## src/rtl/rfx_pkg.sv

```systemverilog
package rfx_pkg;
    localparam int RF_DW     = 16;
    localparam int RF_AW     = 5;
    localparam int RF_NREG   = 32;
    localparam int STK_N     = 4;
    localparam int STK_DEPTH = 8;

    localparam int RA_WIN0 = 12;
    localparam int RA_ACH0 = 16;
    localparam int RA_ACH1 = 17;
    localparam int RA_STAT = 19;
    localparam int RA_AXL0 = 24;
    localparam int RA_ACL0 = 28;
    localparam int RA_ACL1 = 29;
    localparam int RA_ACM0 = 30;
    localparam int RA_ACM1 = 31;
    localparam int MODE_BIT = 14;

    typedef struct packed {
        logic                mv;
        logic                ld;
        logic [RF_AW-1:0]    src;
        logic [RF_AW-1:0]    dst;
        logic [RF_DW-1:0]    imm;
    } op_t;

    function automatic logic [RF_DW-1:0] sext8(input logic [7:0] b);
        return {{(RF_DW-8){b[7]}}, b};
    endfunction

    function automatic logic is_win(input logic [RF_AW-1:0] a);
        return (a >= RF_AW'(RA_WIN0)) && (a < RF_AW'(RA_WIN0 + STK_N));
    endfunction
endpackage

```

## src/rtl/rfx_decode.sv

```systemverilog
module rfx_decode
    import rfx_pkg::*;
(
    input  logic              valid,
    input  logic [15:0]       word,
    output op_t               op
);
    always_comb begin
        op     = '0;
        op.src = word[4:0];
        op.imm = sext8(word[7:0]);
        if (valid && word[15:10] == 6'b000111) begin
            op.mv  = 1'b1;
            op.dst = word[9:5];
        end else if (valid && word[15:11] == 5'b00001) begin
            op.ld  = 1'b1;
            op.dst = {2'b11, word[10:8]};
        end else begin
            op.dst = word[9:5];
        end
    end
endmodule

```

## src/rtl/rfx_stack.sv

```systemverilog
module rfx_stack #(
    parameter int DW    = 16,
    parameter int DEPTH = 8
) (
    input  logic                      clk,
    input  logic                      rst,
    input  logic                      pop,
    input  logic                      push,
    input  logic [DW-1:0]             push_val,
    output logic [DW-1:0]             vis_o,
    output logic [$clog2(DEPTH)-1:0]  ptr_o
);
    localparam int PW = $clog2(DEPTH);

    logic [DW-1:0] mem_q [DEPTH];
    logic [DW-1:0] vis_q;
    logic [PW-1:0] ptr_q;
    logic [PW-1:0] ptr_mid, ptr_up;
    logic [DW-1:0] top_mid;

    // pop (if any) resolves first, push then builds on the popped state
    always_comb begin
        ptr_mid = pop ? ptr_q - PW'(1) : ptr_q;
        top_mid = pop ? mem_q[ptr_q] : vis_q;
        ptr_up  = ptr_mid + PW'(1);
    end

    always_ff @(posedge clk) begin
        if (rst) begin
            for (int i = 0; i < DEPTH; i++) mem_q[i] <= '0;
            vis_q <= '0;
            ptr_q <= '0;
        end else if (push) begin
            mem_q[ptr_up] <= top_mid;
            ptr_q         <= ptr_up;
            vis_q         <= push_val;
        end else if (pop) begin
            ptr_q <= ptr_mid;
            vis_q <= top_mid;
        end
    end

    assign vis_o = vis_q;
    assign ptr_o = ptr_q;
endmodule

```

## src/rtl/rfx_bank.sv

```systemverilog
module rfx_bank
    import rfx_pkg::*;
#(
    parameter int DW   = RF_DW,
    parameter int AW   = RF_AW,
    parameter int NREG = RF_NREG,
    parameter int NWIN = STK_N
) (
    input  logic                 clk,
    input  logic                 rst,
    input  logic                 we,
    input  logic [AW-1:0]        wa,
    input  logic [DW-1:0]        wd,
    input  logic [NWIN*DW-1:0]   win_vals,
    output logic [NREG*DW-1:0]   view_o
);
    logic          mode40;
    logic          ext;
    logic [AW-1:0] hi_idx, lo_idx;

    assign mode40 = view_o[RA_STAT*DW + MODE_BIT];
    assign ext    = we && mode40 &&
                    (wa == AW'(RA_ACM0) || wa == AW'(RA_ACM1));
    assign hi_idx = (wa == AW'(RA_ACM0)) ? AW'(RA_ACH0) : AW'(RA_ACH1);
    assign lo_idx = (wa == AW'(RA_ACM0)) ? AW'(RA_ACL0) : AW'(RA_ACL1);

    for (genvar g = 0; g < NREG; g++) begin : g_ent
        if (g >= RA_WIN0 && g < RA_WIN0 + NWIN) begin : g_win
            assign view_o[g*DW +: DW] = win_vals[(g-RA_WIN0)*DW +: DW];
        end else begin : g_reg
            localparam bit IS_HI = (g == RA_ACH0) || (g == RA_ACH1);
            logic [DW-1:0] q;
            always_ff @(posedge clk) begin
                if (rst) begin
                    q <= '0;
                end else if (ext && hi_idx == AW'(g)) begin
                    q <= {DW{wd[DW-1]}};
                end else if (ext && lo_idx == AW'(g)) begin
                    q <= '0;
                end else if (we && wa == AW'(g)) begin
                    q <= IS_HI ? sext8(wd[7:0]) : wd;
                end
            end
            assign view_o[g*DW +: DW] = q;
        end
    end
endmodule

```

## src/rtl/dsp_regfile_se.sv

```systemverilog
module dsp_regfile_se
    import rfx_pkg::*;
#(
    parameter int DW    = RF_DW,
    parameter int AW    = RF_AW,
    parameter int NREG  = RF_NREG,
    parameter int NSTK  = STK_N,
    parameter int DEPTH = STK_DEPTH
) (
    input  logic          clk,
    input  logic          rst,
    input  logic          ins_valid,
    input  logic [15:0]   ins_word,
    input  logic [AW-1:0] dbg_addr,
    output logic [DW-1:0] dbg_data
);
    localparam int PW = $clog2(DEPTH);

    op_t                 op;
    logic                wr;
    logic [DW-1:0]       wval;
    logic [NREG*DW-1:0]  view_flat;
    logic [NSTK*DW-1:0]  win_flat;
    logic [NSTK*PW-1:0]  ptr_flat;

    rfx_decode u_dec (
        .valid (ins_valid),
        .word  (ins_word),
        .op    (op)
    );

    assign wr   = op.mv | op.ld;
    assign wval = op.ld ? op.imm : view_flat[op.src*DW +: DW];

    for (genvar n = 0; n < NSTK; n++) begin : g_stk
        logic pop_n, push_n;
        assign pop_n  = op.mv && op.src == AW'(RA_WIN0 + n);
        assign push_n = wr && op.dst == AW'(RA_WIN0 + n);
        rfx_stack #(.DW(DW), .DEPTH(DEPTH)) u_stk (
            .clk      (clk),
            .rst      (rst),
            .pop      (pop_n),
            .push     (push_n),
            .push_val (wval),
            .vis_o    (win_flat[n*DW +: DW]),
            .ptr_o    (ptr_flat[n*PW +: PW])
        );
    end

    rfx_bank #(.DW(DW), .AW(AW), .NREG(NREG), .NWIN(NSTK)) u_bank (
        .clk      (clk),
        .rst      (rst),
        .we       (wr && !is_win(op.dst)),
        .wa       (op.dst),
        .wd       (wval),
        .win_vals (win_flat),
        .view_o   (view_flat)
    );

    assign dbg_data = view_flat[dbg_addr*DW +: DW];
endmodule

```

## config.mk

```make
export PLATFORM = sky130hd
export DESIGN_NAME = dsp_regfile_se
export DESIGN_NICKNAME = d
export VERILOG_FILES = /design/src/rtl/rfx_pkg.sv /design/src/rtl/rfx_decode.sv /design/src/rtl/rfx_stack.sv /design/src/rtl/rfx_bank.sv /design/src/rtl/dsp_regfile_se.sv
export SDC_FILE = /design/constraint.sdc
export NUM_CORES = 2
export LEC_CHECK = 0
export BUFFER_PORTS_ARGS = -buffer_cell sky130_fd_sc_hd__buf_2
export CAP_MARGIN = 20
export CORE_UTILIZATION = 40
export DETAILED_ROUTE_END_ITERATION = 10
export SLEW_MARGIN = 20
export SYNTH_ARGS = -nofsm -noshare
export SYNTH_HDL_FRONTEND = slang
export SYNTH_SLANG_ARGS = --single-unit
```

## constraint.sdc

```tcl
create_clock -name clk -period 6 [get_ports clk]
set_clock_uncertainty 0.15 [all_clocks]
set_input_delay 1.2 -clock clk [delete_from_list [all_inputs] [get_ports clk]]
set_output_delay 1.2 -clock clk [all_outputs]
set_load 0.05 [all_outputs]
```

# After elaboration in Yosys (flattened, before gate mapping)
# Memory sizes are Yosys's and may differ from the RTL's. A register that Yosys moved wholly into a read port is not among the register bits.
# Index checks and enable logic that the tools add are counted.
# totals
register_bits	524
ramBits	512
in_bits	24
n_memories	4
# mem_list
name	depth	width	rd	rd_clocked_by_memory_dff	wr	line	text
g_stk[0].u_stk.mem_q	8	16	1	1	8	rfx_stack.sv:15	logic [DW-1:0] mem_q [DEPTH];
g_stk[1].u_stk.mem_q	8	16	1	1	8	rfx_stack.sv:15	
g_stk[2].u_stk.mem_q	8	16	1	1	8	rfx_stack.sv:15	
g_stk[3].u_stk.mem_q	8	16	1	1	8	rfx_stack.sv:15	
# op_classes
addsub	8
magnitude_cmp	2
eq_ne	91
shift	2
mux	150
n_bitwise	1
n_reduce_logical	139
# ops
op	count
$mux W16	101
$shiftx A512 B10 Y16	2
$eq A5 B5 Y1 const B	48
$eq A5 B4 Y1 const B	20
$logic_and A1 B1 Y1	98
$reduce_bool A3 Y1	28
$mux W3	24
$reduce_or A16 Y1	4
$eq A5 B3 Y1 const B	12
$eq A5 B2 Y1 const B	6
$mux W1	23
$eq A5 B1 Y1 const B	4
$logic_not A5 Y1	3
$add A3 B1 Y3 const B	4
$sub A3 B1 Y3 const B	4
$mux W5	2
$reduce_bool A2 Y1	4
$eq A6 B3 Y1 const B	1
$ge A5 B4 Y1 const B	1
$lt A5 B5 Y1 const B	1
$logic_not A1 Y1	1
$logic_or A1 B1 Y1	1
$or A1 B1 Y1	1

# Logic depth before layout (Yosys ltp)
# logic_depth
ltp_word	13
depth_mapped	17

# By module
# A second synthesis with hierarchy kept.
# hier_totals
hier_cells	4823
area_unflattened_um2	53611.4
# by_module_without_submodules
mod	n_inst	cells_each	area_each_um2	seq_area_each_um2
rfx_bank	1	2146	17613.1	8648.3
dsp_regfile_se	1	727	8404.3	0.0
rfx_stack (g_stk[0].u_stk)	1	490	6901.6	4284.1
rfx_stack (g_stk[2].u_stk)	1	479	6812.8	4284.1
rfx_stack (g_stk[1].u_stk)	1	472	6807.8	4284.1
rfx_stack (g_stk[3].u_stk)	1	476	6797.8	4284.1
rfx_decode	1	33	274.0	0.0

# Worst setup path before layout
# OpenSTA, ideal clock, no wires.
# synth_path
path_kind	input-to-reg
startpoint	in ins_word[13]
endpoint	mem g_stk[2].u_stk.mem_q[1][0] (enable)
setup_time_ps	375
arrival_time_ps	4393
required_time_ps	5475
slack_ps	1083
stages	14
cell_sequence	nor4b_4 > and4_1 > clkbuf_1 > buf_2 > nand2_1 > buf_2 > o21ai_0 > ha_1 > xor2_1 > xor2_1 > or3_1 > mux2i_1 > nand2_1 > nand2b_1
# synth_rtl
element	line	text
start, declared	dsp_regfile_se.sv:13	input logic [15:0] ins_word,
end, declared	rfx_stack.sv:15	

# Final worst setup path
# layout_path
startpoint	in dbg_addr[0]
endpoint	out dbg_data[1]
# layout_between
elab_chain_cells	1
# layout_rtl
element	line	text
start, declared	dsp_regfile_se.sv:14	input logic [AW-1:0] dbg_addr,
$shiftx A512 B10 Y16	dsp_regfile_se.sv:60	assign dbg_data = view_flat[dbg_addr*DW +: DW];
end, declared	dsp_regfile_se.sv:15	output logic [DW-1:0] dbg_data
# Every way passes these cells.

==> impl_metrics.toml <==
[logic_synthesis]
synth-compound-area-share_pct = 10.39
seq_area_frac_synth_pct = 51.87
synth_cell_type_count = 89
synth_nets = 4217
async_flop_share_pct = 0
synth-simple-area-share_pct = 12.84
synth_fa_ha_area_share_pct = 0.2014
synth_mux_area_share_pct = 20.28
synth_area_per_cell_um2 = 11.88
syn_inst = 4185
synth_seq_cells = 1032
synth_area_mm2 = 0.04971
synth_edf_count = 512
synth_top_family_by_area = "multiplexers"
yosys.area_share.xor_xnor_pct = 0.4581
synth_flop_cell = "dfxtp_1"
synth_warnings = 0

[clock_tree]
tritoncts = "built"
cts_resized = 0
cts_setup_buffers = 0
cts.sinks = 1032
cts_max_level = 3
ctsHoldBuffers = 0
path_clk_slew_ns = 0.06
clk_latency_ns = 0.73
clockBufferDepth = 3
cts_inserted_buffers = 109
cts_root_buf = "clkbuf_16"

[worst_hold_path]
hold_start = "u_bank.g_ent[29].g_reg.q[1]"
hold_class = "register to register"
min_to = "u_bank.g_ent[29].g_reg.q[1]"
worstHoldPathCells = 2

[timing]
grt_setup_unrepaired = "false"
hold_violations = 0
fin_setup_tns_ns = 0
period_minus_slack_ns = 5.021
fmax_mhz = 199.2
tightest_slew_ns = 1.111
setup_viol = 0
period_share_pct = 83.68
report.final.slew_viol_count = 0
whs_ns = 0.3245
fin_ws_ns = 0.9793
relSlewSlack_pct = 25.94

[pwr]
peakVddDrop_mv = 0.2329
cellLeakagePower_nw = 17.73
power_density_mw_per_mm2 = 279.9
power.total_w = 0.01548

[floorplan]
die_x_um = 354.5
num_rows = 128
start_util_pct = 40.57
boundaryPins = 40
dieArea_mm2 = 0.1257
dieHeight_um = 354.5
coreArea_mm2 = 0.1225

[layout]
n_fill_cell = 11280
final_area_mm2 = 0.05531
drive_above_1_share_pct = 19.99
nNetsFinal = 4185
multiInputGateArea_mm2 = 0.02207
syn2layout_area_growth_pct = 11.26
seqCellArea_mm2 = 0.02579
n_antenna_cell = 0

[critical_path]
crit_type = "input port to primary output"
worstReg2RegEnd = "g_stk[2].u_stk.mem_q[1][14]"
startpoint_type = "input port"
path_cells = "clkbuf_8 -> buf_12 -> mux4_2 -> mux4_2 -> mux2_2 -> buf_2"
timing.rr.start = "g_stk[2].u_stk.ptr_o[0]"
reg2reg_setup_slack_ns = 2.31
cpMaxStageDelayCell = "mux4_2"
cp-startpoint = "dbg_addr[0]"
crit_required_ns = 4.65
reg2regPathDepth = 11
critPathMaxStageDelay_ns = 0.56
cp_max_fo = 36
endpoint_kind = "primary output"
path_common_cell = "mux4_2"
cp.arrival_ns = 3.67

[placed_design]
dpl_cell_area_mm2 = 0.05159
pre_cts_ws_ns = 0.7485
hpwlAfterDp_mm = 105.0
gp_congestion = 0.9359
numPortBuffers = 39

[routing]
vias_per_cell = 6.081
drt_iter0_markers = 4279
vias = 35680
firstDrtPassIters = 8
wl_mm = 158.3
drcViolationCount = 0
routedWlPerCell_um = 26.98
final_antenna_net_count = 0

[global_route]
grt_pass1_vias = 34100
antenna_found_initial = 2
gr-usage-met2_pct = 37.87
grt_max_degree = 129
grtUsageTotal_pct = 24.95
grt_overflow = 0
grt_pass1_wl_mm = 234.2
grt_busiest_layer = "met2"
use_met3_pct = 4.781
use_met1_pct = 35.65

[status]
status = "finished, final reports clean"

[flow_run]
drv_cap = 0
[cell type report]
class                           instances  area share [%]
Multi-Input combinational cell       2778           39.91
Sequential cell                      1032           46.63
Clock inverter                         51           1.102
Clock buffer                          150           5.604
Inverter                               19          0.1290
Timing Repair Buffer                  213           2.948
Tap cell                             1625           3.676
[worst max-delay path by stage]
| stage | end | cells after the start |
|---|---|---|
| final | dbg_data[1] | 6 |
| after global routing | dbg_data[12] | 6 |
| after CTS | dbg_data[12] | 6 |
| after detailed placement | g_stk[1].u_stk.mem_q[1][14] | 15 |
| after global placement | g_stk[1].u_stk.mem_q[1][7] | 15 |
| after floorplan | g_stk[2].u_stk.mem_q[1][0] | 14 |
[cell usage in the layout (no fill, tap or decap), drive strengths merged, types with 11 or more instances in the layout]
| master | n |
|---|---|
| nand3b | 57 |
| a21oi | 109 |
| bufinv | 11 |
| mux4 | 340 |
| clkinv | 31 |
| clkbuf | 151 |
| nand3 | 42 |
| o31ai | 22 |
| mux2 | 32 |
| inv | 23 |
| xnor2 | 15 |
| o41ai | 15 |
| dfxtp | 520 |
| nand2b | 59 |
| nor2b | 13 |
| edfxtp | 512 |
| nor2 | 1001 |
| xor2 | 11 |
| a31oi | 11 |
| o21ai | 90 |
| a22oi | 44 |
| nor4 | 11 |
| mux2i | 202 |
| nand2 | 143 |
| a211oi | 353 |
| o22ai | 47 |
| nor3 | 40 |
| buf | 212 |
| and3 | 12 |
[sequential cells by signal (all words and copies together) (netlist names), named ones only]
| register | count |
|---|---|
| u_bank.g_ent.g_reg.q | 432 |
| g_stk.u_stk.vis_o | 64 |
| g_stk.u_stk.ptr_o | 12 |
| g_stk.u_stk.mem_q | 512 |
[cell usage after synthesis (11+ instances only)]
library cell	n	area share, %
xor2_1	11	0.19
nand2_1	143	1.1
nor3_1	38	0.38
o31ai_1	22	0.33
a211oi_1	332	5.0
o22ai_1	47	0.59
mux2i_1	201	4.0
nor2_1	982	7.4
buf_2	92	0.93
mux4_2	332	15
a22oi_1	44	0.66
inv_1	17	0.13
a211oi_2	21	0.53
buf_1	23	0.17
a21oi_1	105	1.1
buf_6	20	0.45
edfxtp_1	512	31
nand3b_1	57	0.86
buf_4	30	0.45
nand2b_1	58	0.73
and3_1	12	0.15
mux2_2	32	0.72
nor2b_1	13	0.16
xnor2_1	15	0.26
clkbuf_1	171	1.3
dfxtp_1	520	21
a31oi_1	11	0.14
o21ai_0	85	0.86
o41ai_1	15	0.26
nand3_1	41	0.41
[critical path: cells and delay by family]
kind / cells / cell delay (ns)
buffers and inverters: 3 / 0.94
multiplexers: 3 / 1.46
[report_power, final]
part,total [W],leakage [nW],switching [W],internal (W)
clock network,0.00706,1.82,0.00297,0.00409
registers,0.00753,9.48,0.0000352,0.00749
logic,0.000894,6.43,0.000629,0.000265
total,0.0155,17.7,0.00363,0.0119
[stage by stage]
step	utilization, %	std cells
6_report	45.14	5868
5_1_grt	45.14	5868
4_1_cts	45.14	5868
3_5_place_dp	42.11	5667
3_3_place_gp	42.11	5667
2_1_floorplan	-	4185
[per-layer routing]
| metal | vias up | share of wire [%] |
|---|---|---|
| met5 | - | 0 |
| met4 | 0 | 3.4 |
| met3 | 278 | 9.3 |
| met2 | 1641 | 45 |
| met1 | 18070 | 42 |
| li1 | 15700 | - |
[logic make-up after synthesis]
kind of cell / Yosys count
compound gates: 736
mux: 574
xor+xnor: 26
fa+ha+maj: 8
simple gates: 1434
buf+inv: 375
flops: 1032
(Power assumes the default switching activity.)
